===== src/rtl/sbe_pkg.sv =====
package sbe_pkg;
  typedef enum logic [1:0] {
    CMD_NOP   = 2'b00,
    CMD_READ  = 2'b01,
    CMD_WRITE = 2'b10,
    CMD_RSV   = 2'b11
  } cmd_e;

  // Number of words in a burst for a length code.
  function automatic logic [3:0] burst_words(input logic [1:0] code);
    return 4'd1 << code;
  endfunction
endpackage


===== src/rtl/sbe_suspend_gate.sv =====
module sbe_suspend_gate (
  input  logic clk,
  input  logic rst,
  input  logic cke,
  input  logic busy,
  output logic en
);
  logic cke_q;

  always_ff @(posedge clk) begin
    if (rst) cke_q <= 1'b1;
    else     cke_q <= cke;
  end

  // An edge is suppressed only when the prior sample was low and work is in flight.
  assign en = cke_q | ~busy;
endmodule


===== src/rtl/sbe_burst_ctr.sv =====
module sbe_burst_ctr
  import sbe_pkg::*;
#(
  parameter int BANK_W = 2,
  parameter int COL_W  = 4
) (
  input  logic                      clk,
  input  logic                      rst,
  input  logic                      en,
  input  logic                      start_rd,
  input  logic                      start_wr,
  input  logic [1:0]                bl_code,
  input  logic [BANK_W-1:0]         start_bank,
  input  logic [COL_W-1:0]          start_col,
  output logic                      rd_active,
  output logic                      wr_active,
  output logic [BANK_W+COL_W-1:0]   cur_addr
);
  localparam int ADDR_W = BANK_W + COL_W;

  logic [COL_W-1:0] m_new, m_q;
  logic [3:0]       left;
  logic [ADDR_W-1:0] keep_mask;

  assign m_new     = COL_W'(burst_words(bl_code) - 4'd1);
  assign keep_mask = {{BANK_W{1'b1}}, ~m_q};

  function automatic logic [COL_W-1:0] step(input logic [COL_W-1:0] c,
                                            input logic [COL_W-1:0] m);
    return (c & ~m) | ((c + 1'b1) & m);
  endfunction

  always_ff @(posedge clk) begin
    if (rst) begin
      rd_active <= 1'b0;
      wr_active <= 1'b0;
      left      <= '0;
      m_q       <= '0;
      cur_addr  <= '0;
    end else if (en) begin
      if (start_rd) begin
        m_q       <= m_new;
        cur_addr  <= {start_bank, start_col};
        left      <= burst_words(bl_code);
        rd_active <= 1'b1;
      end else if (start_wr) begin
        m_q       <= m_new;
        cur_addr  <= {start_bank, step(start_col, m_new)};
        left      <= burst_words(bl_code) - 4'd1;
        wr_active <= (bl_code != 2'b00);
      end else if (rd_active || wr_active) begin
        cur_addr[COL_W-1:0] <= step(cur_addr[COL_W-1:0], m_q);
        left                <= left - 4'd1;
        if (left == 4'd1) begin
          rd_active <= 1'b0;
          wr_active <= 1'b0;
        end
      end
    end
  end

  AST_CTR_FROZEN: assert property (@(posedge clk) disable iff (rst)
    !en |=> ($stable(cur_addr) && $stable(rd_active) && $stable(wr_active)));
  AST_WRAP_IN_BLOCK: assert property (@(posedge clk) disable iff (rst)
    (en && (rd_active || wr_active)) |=>
      ((cur_addr & keep_mask) == ($past(cur_addr) & keep_mask)));
  AST_ONE_MODE: assert property (@(posedge clk) disable iff (rst)
    !(rd_active && wr_active));
endmodule


===== src/rtl/sbe_cell_array.sv =====
module sbe_cell_array #(
  parameter int DATA_W = 16,
  parameter int ADDR_W = 6
) (
  input  logic              clk,
  input  logic              we,
  input  logic [ADDR_W-1:0] waddr,
  input  logic [DATA_W-1:0] wdata,
  input  logic              re,
  input  logic [ADDR_W-1:0] raddr,
  output logic [DATA_W-1:0] rq
);
  localparam int DEPTH = 1 << ADDR_W;

  logic [DATA_W-1:0] cells [DEPTH];

  always_ff @(posedge clk) begin
    if (we) cells[waddr] <= wdata;
  end

  always_ff @(posedge clk) begin
    if (re) rq <= cells[raddr];
  end
endmodule


===== src/rtl/sbe_read_pipe.sv =====
module sbe_read_pipe #(
  parameter int DATA_W = 16
) (
  input  logic              clk,
  input  logic              rst,
  input  logic              en,
  input  logic              issue,
  input  logic              cl3,
  input  logic [DATA_W-1:0] rq,
  output logic              pipe_busy,
  output logic [DATA_W-1:0] rdata,
  output logic              oe
);
  logic              v_a, v_b;
  logic [DATA_W-1:0] d_b;
  logic              out_v;
  logic [DATA_W-1:0] out_d;

  assign out_v     = cl3 ? v_b : v_a;
  assign out_d     = cl3 ? d_b : rq;
  assign pipe_busy = v_a | v_b | oe;

  always_ff @(posedge clk) begin
    if (rst) begin
      v_a   <= 1'b0;
      v_b   <= 1'b0;
      d_b   <= '0;
      rdata <= '0;
      oe    <= 1'b0;
    end else if (en) begin
      v_a <= issue;
      v_b <= v_a & cl3;
      d_b <= rq;
      oe  <= out_v;
      if (out_v) rdata <= out_d;
    end
  end

  AST_OUT_FROZEN: assert property (@(posedge clk) disable iff (rst)
    !en |=> ($stable(rdata) && $stable(oe)));
  AST_OE_ON_EDGE: assert property (@(posedge clk) disable iff (rst)
    $rose(oe) |-> $past(en));
endmodule


===== src/rtl/sdram_burst_core.sv =====
module sdram_burst_core
  import sbe_pkg::*;
#(
  parameter int DATA_W = 16,
  parameter int BANK_W = 2,
  parameter int COL_W  = 4
) (
  input  logic              clk,
  input  logic              rst,
  input  logic              cke,
  input  logic [1:0]        cmd,
  input  logic [BANK_W-1:0] bank,
  input  logic [COL_W-1:0]  col,
  input  logic [DATA_W-1:0] wdata,
  input  logic [1:0]        cfg_bl,
  input  logic              cfg_cl,
  output logic [DATA_W-1:0] rdata,
  output logic              rdata_oe
);
  localparam int ADDR_W = BANK_W + COL_W;

  cmd_e              cv;
  logic              en, busy, pipe_busy, idle;
  logic              rd_active, wr_active, start_rd, start_wr;
  logic [ADDR_W-1:0] cur_addr, waddr;
  logic              we, re;
  logic [DATA_W-1:0] rq;

  assign cv       = cmd_e'(cmd);
  assign idle     = ~rd_active & ~wr_active;
  assign start_rd = idle & (cv == CMD_READ);
  assign start_wr = idle & (cv == CMD_WRITE);
  assign busy     = rd_active | wr_active | pipe_busy;
  assign we       = en & (start_wr | wr_active);
  assign re       = en & rd_active;
  assign waddr    = start_wr ? {bank, col} : cur_addr;

  sbe_suspend_gate u_gate (
    .clk(clk), .rst(rst), .cke(cke), .busy(busy), .en(en)
  );

  sbe_burst_ctr #(.BANK_W(BANK_W), .COL_W(COL_W)) u_ctr (
    .clk(clk), .rst(rst), .en(en), .start_rd(start_rd), .start_wr(start_wr),
    .bl_code(cfg_bl), .start_bank(bank), .start_col(col),
    .rd_active(rd_active), .wr_active(wr_active), .cur_addr(cur_addr)
  );

  sbe_cell_array #(.DATA_W(DATA_W), .ADDR_W(ADDR_W)) u_cells (
    .clk(clk), .we(we), .waddr(waddr), .wdata(wdata),
    .re(re), .raddr(cur_addr), .rq(rq)
  );

  sbe_read_pipe #(.DATA_W(DATA_W)) u_pipe (
    .clk(clk), .rst(rst), .en(en), .issue(re), .cl3(cfg_cl), .rq(rq),
    .pipe_busy(pipe_busy), .rdata(rdata), .oe(rdata_oe)
  );

  AST_IDLE_CMD_TAKEN: assert property (@(posedge clk) disable iff (rst)
    (!busy && cv == CMD_READ) |=> rd_active);
endmodule


===== config.mk =====
export PLATFORM = sky130hd
export DESIGN_NAME = sdram_burst_core
export DESIGN_NICKNAME = d
export VERILOG_FILES = /design/src/rtl/sbe_pkg.sv /design/src/rtl/sbe_suspend_gate.sv /design/src/rtl/sbe_burst_ctr.sv /design/src/rtl/sbe_cell_array.sv /design/src/rtl/sbe_read_pipe.sv /design/src/rtl/sdram_burst_core.sv
export SDC_FILE = /design/constraint.sdc
export NUM_CORES = 1
export LEC_CHECK = 0
export ABC_CLOCK_PERIOD_IN_PS = 4250
export BUFFER_PORTS_ARGS = -buffer_cell sky130_fd_sc_hd__buf_2
export CORE_MARGIN = 2
export CORE_UTILIZATION = 57
export CTS_CLUSTER_DIAMETER = 150
export DETAILED_ROUTE_END_ITERATION = 8
export HOLD_SLACK_MARGIN = 0.1
export PLACE_DENSITY = 0.82
export SYNTH_ARGS = -nofsm -noshare
export SYNTH_HDL_FRONTEND = slang
export SYNTH_SLANG_ARGS = --single-unit

===== constraint.sdc =====
create_clock -name clk -period 4.25 [get_ports clk]
set_clock_uncertainty 0.05 [all_clocks]
set_input_delay 0.85 -clock clk [delete_from_list [all_inputs] [get_ports clk]]
set_output_delay 0.85 -clock clk [all_outputs]
set_load 0.005 [all_outputs]

**Yosys cells after proc, flatten, opt, wreduce, memory -nomap -nowiden**

Memory sizes are Yosys's and may differ from the RTL's. A register that Yosys moved wholly into a read port is not among the register bits.
Index checks and enable logic that the tools add are counted.

- Bits in registers: 52
- Memory bits (writable): 1024
- Output and inout bits: 17
- Word-level logic and storage cells: 78
- Memories: 1

Memory list:

| memory | words | width | read ports | clocked after memory_dff | write ports | line | RTL |
|---|---|---|---|---|---|---|---|
| u_cells.cells | 64 | 16 | 1 | 1 | 1 | sbe_cell_array.sv:15 | `logic [DATA_W-1:0] cells [DEPTH];` |

- Add/subtract/negate cells: 4
- Equal/unequal tests: 4
- Shift operators: 1
- Mux-type cells: 19
- Bitwise gates (word level): 24
- Reduce and logical (&&, ||, !) cells: 13

Operator list:

| operator | number |
|---|---|
| 4-bit two-way mux | 7 |
| 4-bit bitwise AND | 4 |
| 16-bit two-way mux | 1 |
| 6-bit two-way mux | 2 |
| 2-bit nonzero test | 6 |
| 4-bit by 1-bit adder with 4-bit output, second input constant | 2 |
| 1-bit two-way mux | 8 |
| 4-bit inverter | 2 |
| 4-bit OR | 2 |
| 4-bit AND reduction | 2 |
| 4-bit by 1-bit subtractor with 4-bit output, second input constant | 2 |
| 1-bit bitwise AND | 6 |
| 1-bit OR | 6 |
| 2-bit AND reduction | 3 |
| 4-bit by 1-bit equality test with 1-bit output, second input constant | 1 |
| 1-bit inverter | 4 |
| 1-bit by 2-bit left shift with 4-bit output, first input constant | 1 |
| 3-bit nonzero test | 1 |
| 2-bit by 1-bit equality test with 1-bit output, second input constant | 1 |
| 2-bit equality test, second input constant | 1 |
| 2-bit two-way mux | 1 |
| 2-bit != test, second input constant | 1 |
| 1-bit logical OR | 1 |

**Longest topological paths before layout**

Gate-level depths: netlist of run 1.

- Word-level depth: 8
- Depth in mapped cells: 10
- Gate-level depth less buffers: 7

**Hierarchy**

A second synthesis of run 1 with hierarchy kept.

- Cell total of the unflattened synthesis: 2102
- Area total of the unflattened synthesis: 42809.8 sq um

By module, submodules not included:

| module | instances | cells each | area an instance (sq um) |
|---|---|---|---|
| sbe_cell_array | 1 | 1829 | 40202.3 |
| sbe_read_pipe | 1 | 138 | 1480.2 |
| sbe_burst_ctr | 1 | 120 | 965.9 |
| sdram_burst_core | 1 | 12 | 128.9 |
| sbe_suspend_gate | 1 | 3 | 32.5 |

**Worst setup path before layout of run 1**

No wires, ideal clock.

- Path kind: in2reg
- From: input port cmd[0]
- To: memory u_cells.cells[49][0] (enable)
- Setup time: 0.388 ns
- Arrival: 2.621 ns
- Data required time: 3.812 ns
- Setup slack: 1.190 ns
- Stages: 7
- Cells stage by stage: nor4b_1 > buf_2 > buf_2 > nand3_1 > o21ai_1 > nand2_1 > nor2_1

- Word-level cells in the longest chain between the ends: 6

RTL lines:

| item | line | RTL |
|---|---|---|
| from (decl) | sdram_burst_core.sv:11 | `input logic [1:0] cmd,` |
| 2-bit equality test (*) | sdram_burst_core.sv:32 | `assign start_wr = idle & (cv == CMD_WRITE);` |
| 1-bit bitwise AND (*) | sdram_burst_core.sv:32 |  |
| 1-bit OR | sdram_burst_core.sv:34 | `assign we = en & (start_wr \| wr_active);` |
| 1-bit bitwise AND | sdram_burst_core.sv:34 |  |
| 1-bit two-way mux | sbe_cell_array.sv:18 | `if (we) cells[waddr] <= wdata;` |
| 1-bit two-way mux (not written as such) | sbe_cell_array.sv:18 |  |
| to (decl) | sbe_cell_array.sv:15 |  |

Every way passes the cells marked *; elsewhere a longest branch is shown, timed or not.

==> results of run 1 <==
layout make-up:
type	count	area, sq um
Inverter	7	28.8
Clock buffer	132	2760
Timing Repair Buffer	168	1250
Clock inverter	53	611
Multi-Input combinational cell	846	9350
Tap cell	959	1200
Fill cell	4451	25600
Sequential cell	1091	32300
flip-flops by register name, indices dropped and copies added (netlist names), 3 cells and up, named ones only:
name and cells:
u_cells.cells 1024, u_pipe.rdata 16, u_cells.rq 16, u_ctr.left 4, u_pipe.d_b 16, u_ctr.m_q 3
u_ctr.cur_addr 3
Yosys cell counts (21+ instances only):
cell	count	area, sq um
edfxtp_1	1040	31200
mux4_2	236	5320
mux2i_1	125	1250
nor2_1	118	443
nand2_1	76	285
dfxtp_1	51	1020
buf_2	44	220
a21oi_1	37	185
clkbuf_1	37	139
a22oi_1	35	263
a211oi_1	30	225
o21ai_1	27	135
nand3_1	21	105
cells by family after synthesis:
logic type                 Yosys count  synth area share
AOI/OAI and AO/OA                  212            0.0347
xor gates and xnor gates             3          0.000623
adders and majority gates            4           0.00119
buffers and inverters              122            0.0148
DFF                               1091             0.764
muxes                              373             0.159
and+or+nand+nor                    254            0.0259
routing by layer:
| metal | wire length, um | up-vias | global-route usage |
|---|---|---|---|
| met1 | 36100 | 11397 | 0.366 |
| met5 | 42 | - | 0 |
| met3 | 13100 | 336 | 0.0731 |
| li1 | - | 8825 | - |
| met4 | 4910 | 4 | 0.118 |
| met2 | 49500 | 1820 | 0.432 |
path summary, 6_finish.rpt:
path                            endpoint  slack [ns]
min              u_gate.cke_q$_SDFF_PP1_        0.31
max reg2reg     u_cells.rq[14]$_DFFE_PP_        0.64
min reg2reg  u_pipe.d_b[15]$_SDFFE_PP0P_        0.41
max             u_cells.rq[14]$_DFFE_PP_        0.64
power by group:
part	leakage, uW	switching (uW)	internal, uW
clock network	0.00165	3900	5320
logic	0.00354	1430	983
registers	0.00977	141	11900
through the flow:
stage                     std cells  utilization
final                          3256        0.649
after global routing           3256        0.649
after CTS                      3256        0.649
after detailed placement       3071        0.603
after global placement         3071        0.603
after floorplan                2059            -
==> results.json, run 1 <==
{
  "hold_slack_ns": 0.314,
  "first_iter_violations": 3654,
  "wl_mm": 104,
  "cts_setup_buffers": 0,
  "die-height_um": 276,
  "final_max_slew_viol_count": 0,
  "rsz0062_at_grt": "false",
  "ant_nets": 0,
  "drive_gt1_frac": 0.250,
  "grt_max_degree": 65,
  "crit_family": "flip-flops",
  "grt_pass1_vias": 22407,
  "ys_seq_area_frac": 0.764,
  "synthFlopType": "edfxtp_1",
  "place_hpwl_mm": 59.9,
  "ir_drop_mv": 0.342,
  "syn_nets": 2093,
  "hold_depth": 2,
  "synth_cell_types": 48,
  "grt.overflow.total": 0,
  "first_pass_iters": 9,
  "clk_latency_ns": 0.67,
  "crit_path_max_fanout": 63,
  "relSlewSlack": 0.207,
  "critPathKind": "reg2reg",
  "diodes": 0,
  "max_freq_ghz": 0.277,
  "fin_nets": 2251,
  "final_cell_mix": "1040 x edfxtp_1, 236 x mux4_2, 125 x mux2i_1",
  "cp_slowest_stage_delay_ns": 1.03,
  "ys_warn_count": 0,
  "die_w_um": 276,
  "p_per_area_nw_per_um2": 499,
  "path_cells": "buf_12 > mux4_2 > mux4_2 > o2111ai_1 > o21ai_1",
  "via_per_inst": 6.87,
  "setup_tns_ns": 0,
  "setup_violations": 0,
  "dpl_worst_slack_ns": 0.878,
  "avgRoutedWirePerCell_um": 31.8,
  "hold_start": "cke",
  "critical_path_required_ns": 4.55,
  "cts_buffers": 103,
  "drc_errors": 2,
  "final_common_cell": "edfxtp_1",
  "setup_ws_ns": 0.636,
  "reg2reg_depth": 5,
  "postLayoutCellArea_sq_um": 47500,
  "area_delta_synth_final_pct": 12.4,
  "initial_utilization": 0.578,
  "clkSinkCount": 1091,
  "syn_avg_cell_area_sq_um": 20.5,
  "outcome": "finished with violations",
  "h-tree-depth": 3,
  "violations": "DRC",
  "antenna_found_initial": 2,
  "critPathLaunchType": "flip-flop",
  "power_leakage_uw": 0.0150,
  "crit_buf_inv": 1,
  "io_buffers": 46,
  "place_area_sq_um": 44100,
  "syn_area_sq_um": 42200,
  "min_path_type": "in2reg",
  "grt_pass1_wl_mm": 152,
  "core_area_sq_um": 73100,
  "path_common_cell": "mux4_2",
  "die_area_sq_um": 76300,
  "fin_crit_sh": 0.850,
  "worst-path-stages": 5,
  "clkTransAtPathRegs_ns": 0.06,
  "clk_path_buf_depth": 3,
  "cp_data_arrival_time_ns": 3.91,
  "crit_slowest_cell": "dfxtp_4",
  "vias": 22382,
  "worst_pin_slew_ns": 1.19,
  "cts-resized-gates": 0,
  "cts_tree": "yes",
  "end_kind": "flip-flop",
  "synth_edf_count": 1040,
  "fin_crit_ns": 3.61,
  "ys_seq_elements": 1091,
  "final_hold_viol_count": 0,
  "io_pins": 47,
  "drv_cap": 0,
  "rows": 99,
  "postCtsHoldBufs": 0,
  "totalPowerFinal_uw": 23700,
  "gp_congestion": 0.897,
  "synth_async_sr_flop_share": 0,
  "syn_inst": 2059,
  "clockRootBuffer": "clkbuf_16",
  "grtUsageTotal": 0.274
}
No activity file was read; power rests on OpenSTA's default activity.
==> run 2, diff against run 1 <==
- BUFFER_PORTS_ARGS: -buffer_cell sky130_fd_sc_hd__buf_2 -> default
- CORE_ASPECT_RATIO: default -> 1.5
- DONT_BUFFER_PORTS: default -> 1
- PLACE_DENSITY: 0.82 -> 0.81
==> run 2 against run 1 <==
The flow now finishes without violations. Sequential share of layout area rose by 1.1 points. Sequential cell count did not move. Total power fell by 5.4%. Register-to-register slack got worse by 0.06 ns. Final area fell by 1.6%. Non-clock buffer count fell by 60. Sequential power barely moved. Critical path depth rose by 1. Worst hold slack got worse by 0.099 ns. Critical endpoint is now u_cells.rq[9]$_DFFE_PP_. Largest cell class unchanged.
==> results.json, run 2 (same netlist as run 1, synthesis figures left out) <==
{
  "outcome": "finished, final reports clean",
  "cp_data_arrival_time_ns": 3.98,
  "die_w_um": 226,
  "final_hold_viol_count": 0,
  "fin_crit_sh": 0.866,
  "area_delta_synth_final_pct": 10.6,
  "setup_tns_ns": 0,
  "crit_path_max_fanout": 41,
  "avgRoutedWirePerCell_um": 31.9,
  "grt.overflow.total": 0,
  "io_buffers": 0,
  "final_cell_mix": "1040 x edfxtp_1, 236 x mux4_2, 125 x mux2i_1",
  "drc_errors": 0,
  "grtUsageTotal": 0.276,
  "h-tree-depth": 3,
  "ir_drop_mv": 0.338,
  "postCtsHoldBufs": 0,
  "gp_congestion": 0.864,
  "final_util": 0.635,
  "place_hpwl_mm": 58.5,
  "final_max_slew_viol_count": 0,
  "p_per_area_nw_per_um2": 479,
  "worst_pin_slew_ns": 1.20,
  "core_area_sq_um": 73600,
  "min_path_type": "in2reg",
  "drive_gt1_frac": 0.225,
  "cts_buffers": 91,
  "path_cells": "buf_4 > mux4_2 > mux2i_1 > a22oi_1 > o2111ai_1 > o21ai_1",
  "first_pass_iters": 6,
  "vias": 21462,
  "die_area_sq_um": 76300,
  "first_iter_violations": 2875,
  "clkSinkCount": 1091,
  "grt_max_degree": 65,
  "clockRootBuffer": "clkbuf_16",
  "grt_pass1_vias": 22114,
  "die-height_um": 337,
  "setup_ws_ns": 0.571,
  "fin_crit_ns": 3.68,
  "cts_setup_buffers": 0,
  "regMostFlops": "u_cells.cells",
  "clkTransAtPathRegs_ns": 0.07,
  "drv_cap": 0,
  "clk_latency_ns": 0.65,
  "setup_violations": 0,
  "max_freq_ghz": 0.272,
  "wl_mm": 102,
  "fin_nets": 2179,
  "via_per_inst": 6.68,
  "cts-resized-gates": 0,
  "power_leakage_uw": 0.0145,
  "rsz0062_at_grt": "false",
  "cts_tree": "yes",
  "initial_utilization": 0.574,
  "antenna_found_initial": 1,
  "relSlewSlack": 0.201,
  "grt_pass1_wl_mm": 150,
  "crit_slowest_cell": "dfxtp_4",
  "largest_reg_flops": 1024,
  "critPathKind": "reg2reg",
  "cp_slowest_stage_delay_ns": 0.96,
  "clk_path_buf_depth": 3,
  "ant_nets": 0,
  "end_kind": "flip-flop",
  "io_pins": 47,
  "final_common_cell": "edfxtp_1",
  "nFillCells": 4664,
  "rows": 122,
  "dpl_worst_slack_ns": 0.691,
  "diodes": 0,
  "critical_path_required_ns": 4.55,
  "totalPowerFinal_uw": 22400,
  "critPathLaunchType": "flip-flop"
}
==> run 2: changes by cell type in the layout (fill, tap and decap cells not counted), moves of 3 or more <==
cell | previous run | this run
clkinvlp_4 | 2 | 5
clkbuf_16 | 105 | 93
bufinv_16 | 12 | 8
clkinv_1 | 16 | 27
clkbuf_8 | 3 | 0
buf_2 | 45 | 0
clkbuf_1 | 23 | 10
buf_4 | 115 | 101
==> run 2: layout make-up <==
cell class / instances / area, sq um / share of cell area
Multi-Input combinational cell: 846 / 9350 / 0.200
Inverter: 7 / 28.8 / 0.000616
Clock inverter: 64 / 543 / 0.0116
Sequential cell: 1091 / 32300 / 0.691
Tap cell: 992 / 1240 / 0.0266
Clock buffer: 104 / 2370 / 0.0508
Timing Repair Buffer: 108 / 898 / 0.0192
==> run 2: critical path: cells and delay by family, from the launching register on <==
kind	cells	cell delay, ns
AO/OA/AOI/OAI	3	0.93
flip-flops	1	0.96
multiplexers	2	0.89
buffers and inverters	1	0.52
==> run 2: path summary, 6_finish.rpt <==
kind	from	to	slack (ns)	cells after the start
hold / removal	rst	u_pipe.oe$_SDFFE_PP0P_	0.21	1
setup / recovery	u_ctr.cur_addr[0]$_SDFFE_PP0P_	u_cells.rq[9]$_DFFE_PP_	0.57	6
hold reg to reg	u_pipe.d_b[10]$_SDFFE_PP0P_	u_pipe.d_b[10]$_SDFFE_PP0P_	0.40	2
setup reg to reg	u_ctr.cur_addr[0]$_SDFFE_PP0P_	u_cells.rq[9]$_DFFE_PP_	0.57	6
==> run 2: metal layers <==
metal | up-vias | global-route usage | wire length [um]
met5 | - | 0 | 0
met4 | 0 | 0.169 | 6850
met3 | 315 | 0.0485 | 10200
met2 | 1526 | 0.462 | 51900
met1 | 10953 | 0.337 | 33300
li1 | 8668 | - | -
==> run 2: metrics by stage <==
stage | hold slack [ns] | std cells | cell area [sq um]
global route | 0.191 | 3212 | 46700
detailed placement | 0.388 | 3044 | 43800
global placement | 0.381 | 3044 | 43800
floorplan | 0.382 | 2059 | 42200
finish | 0.215 | 3212 | 46700
CTS | 0.183 | 3212 | 46700
==> run 2: power by group <==
group | leakage, uW | total, uW | switching [uW] | internal [uW]
registers | 0.00977 | 12000 | 166 | 11900
logic | 0.00326 | 2080 | 1120 | 963
clock network | 0.00143 | 8250 | 3740 | 4510
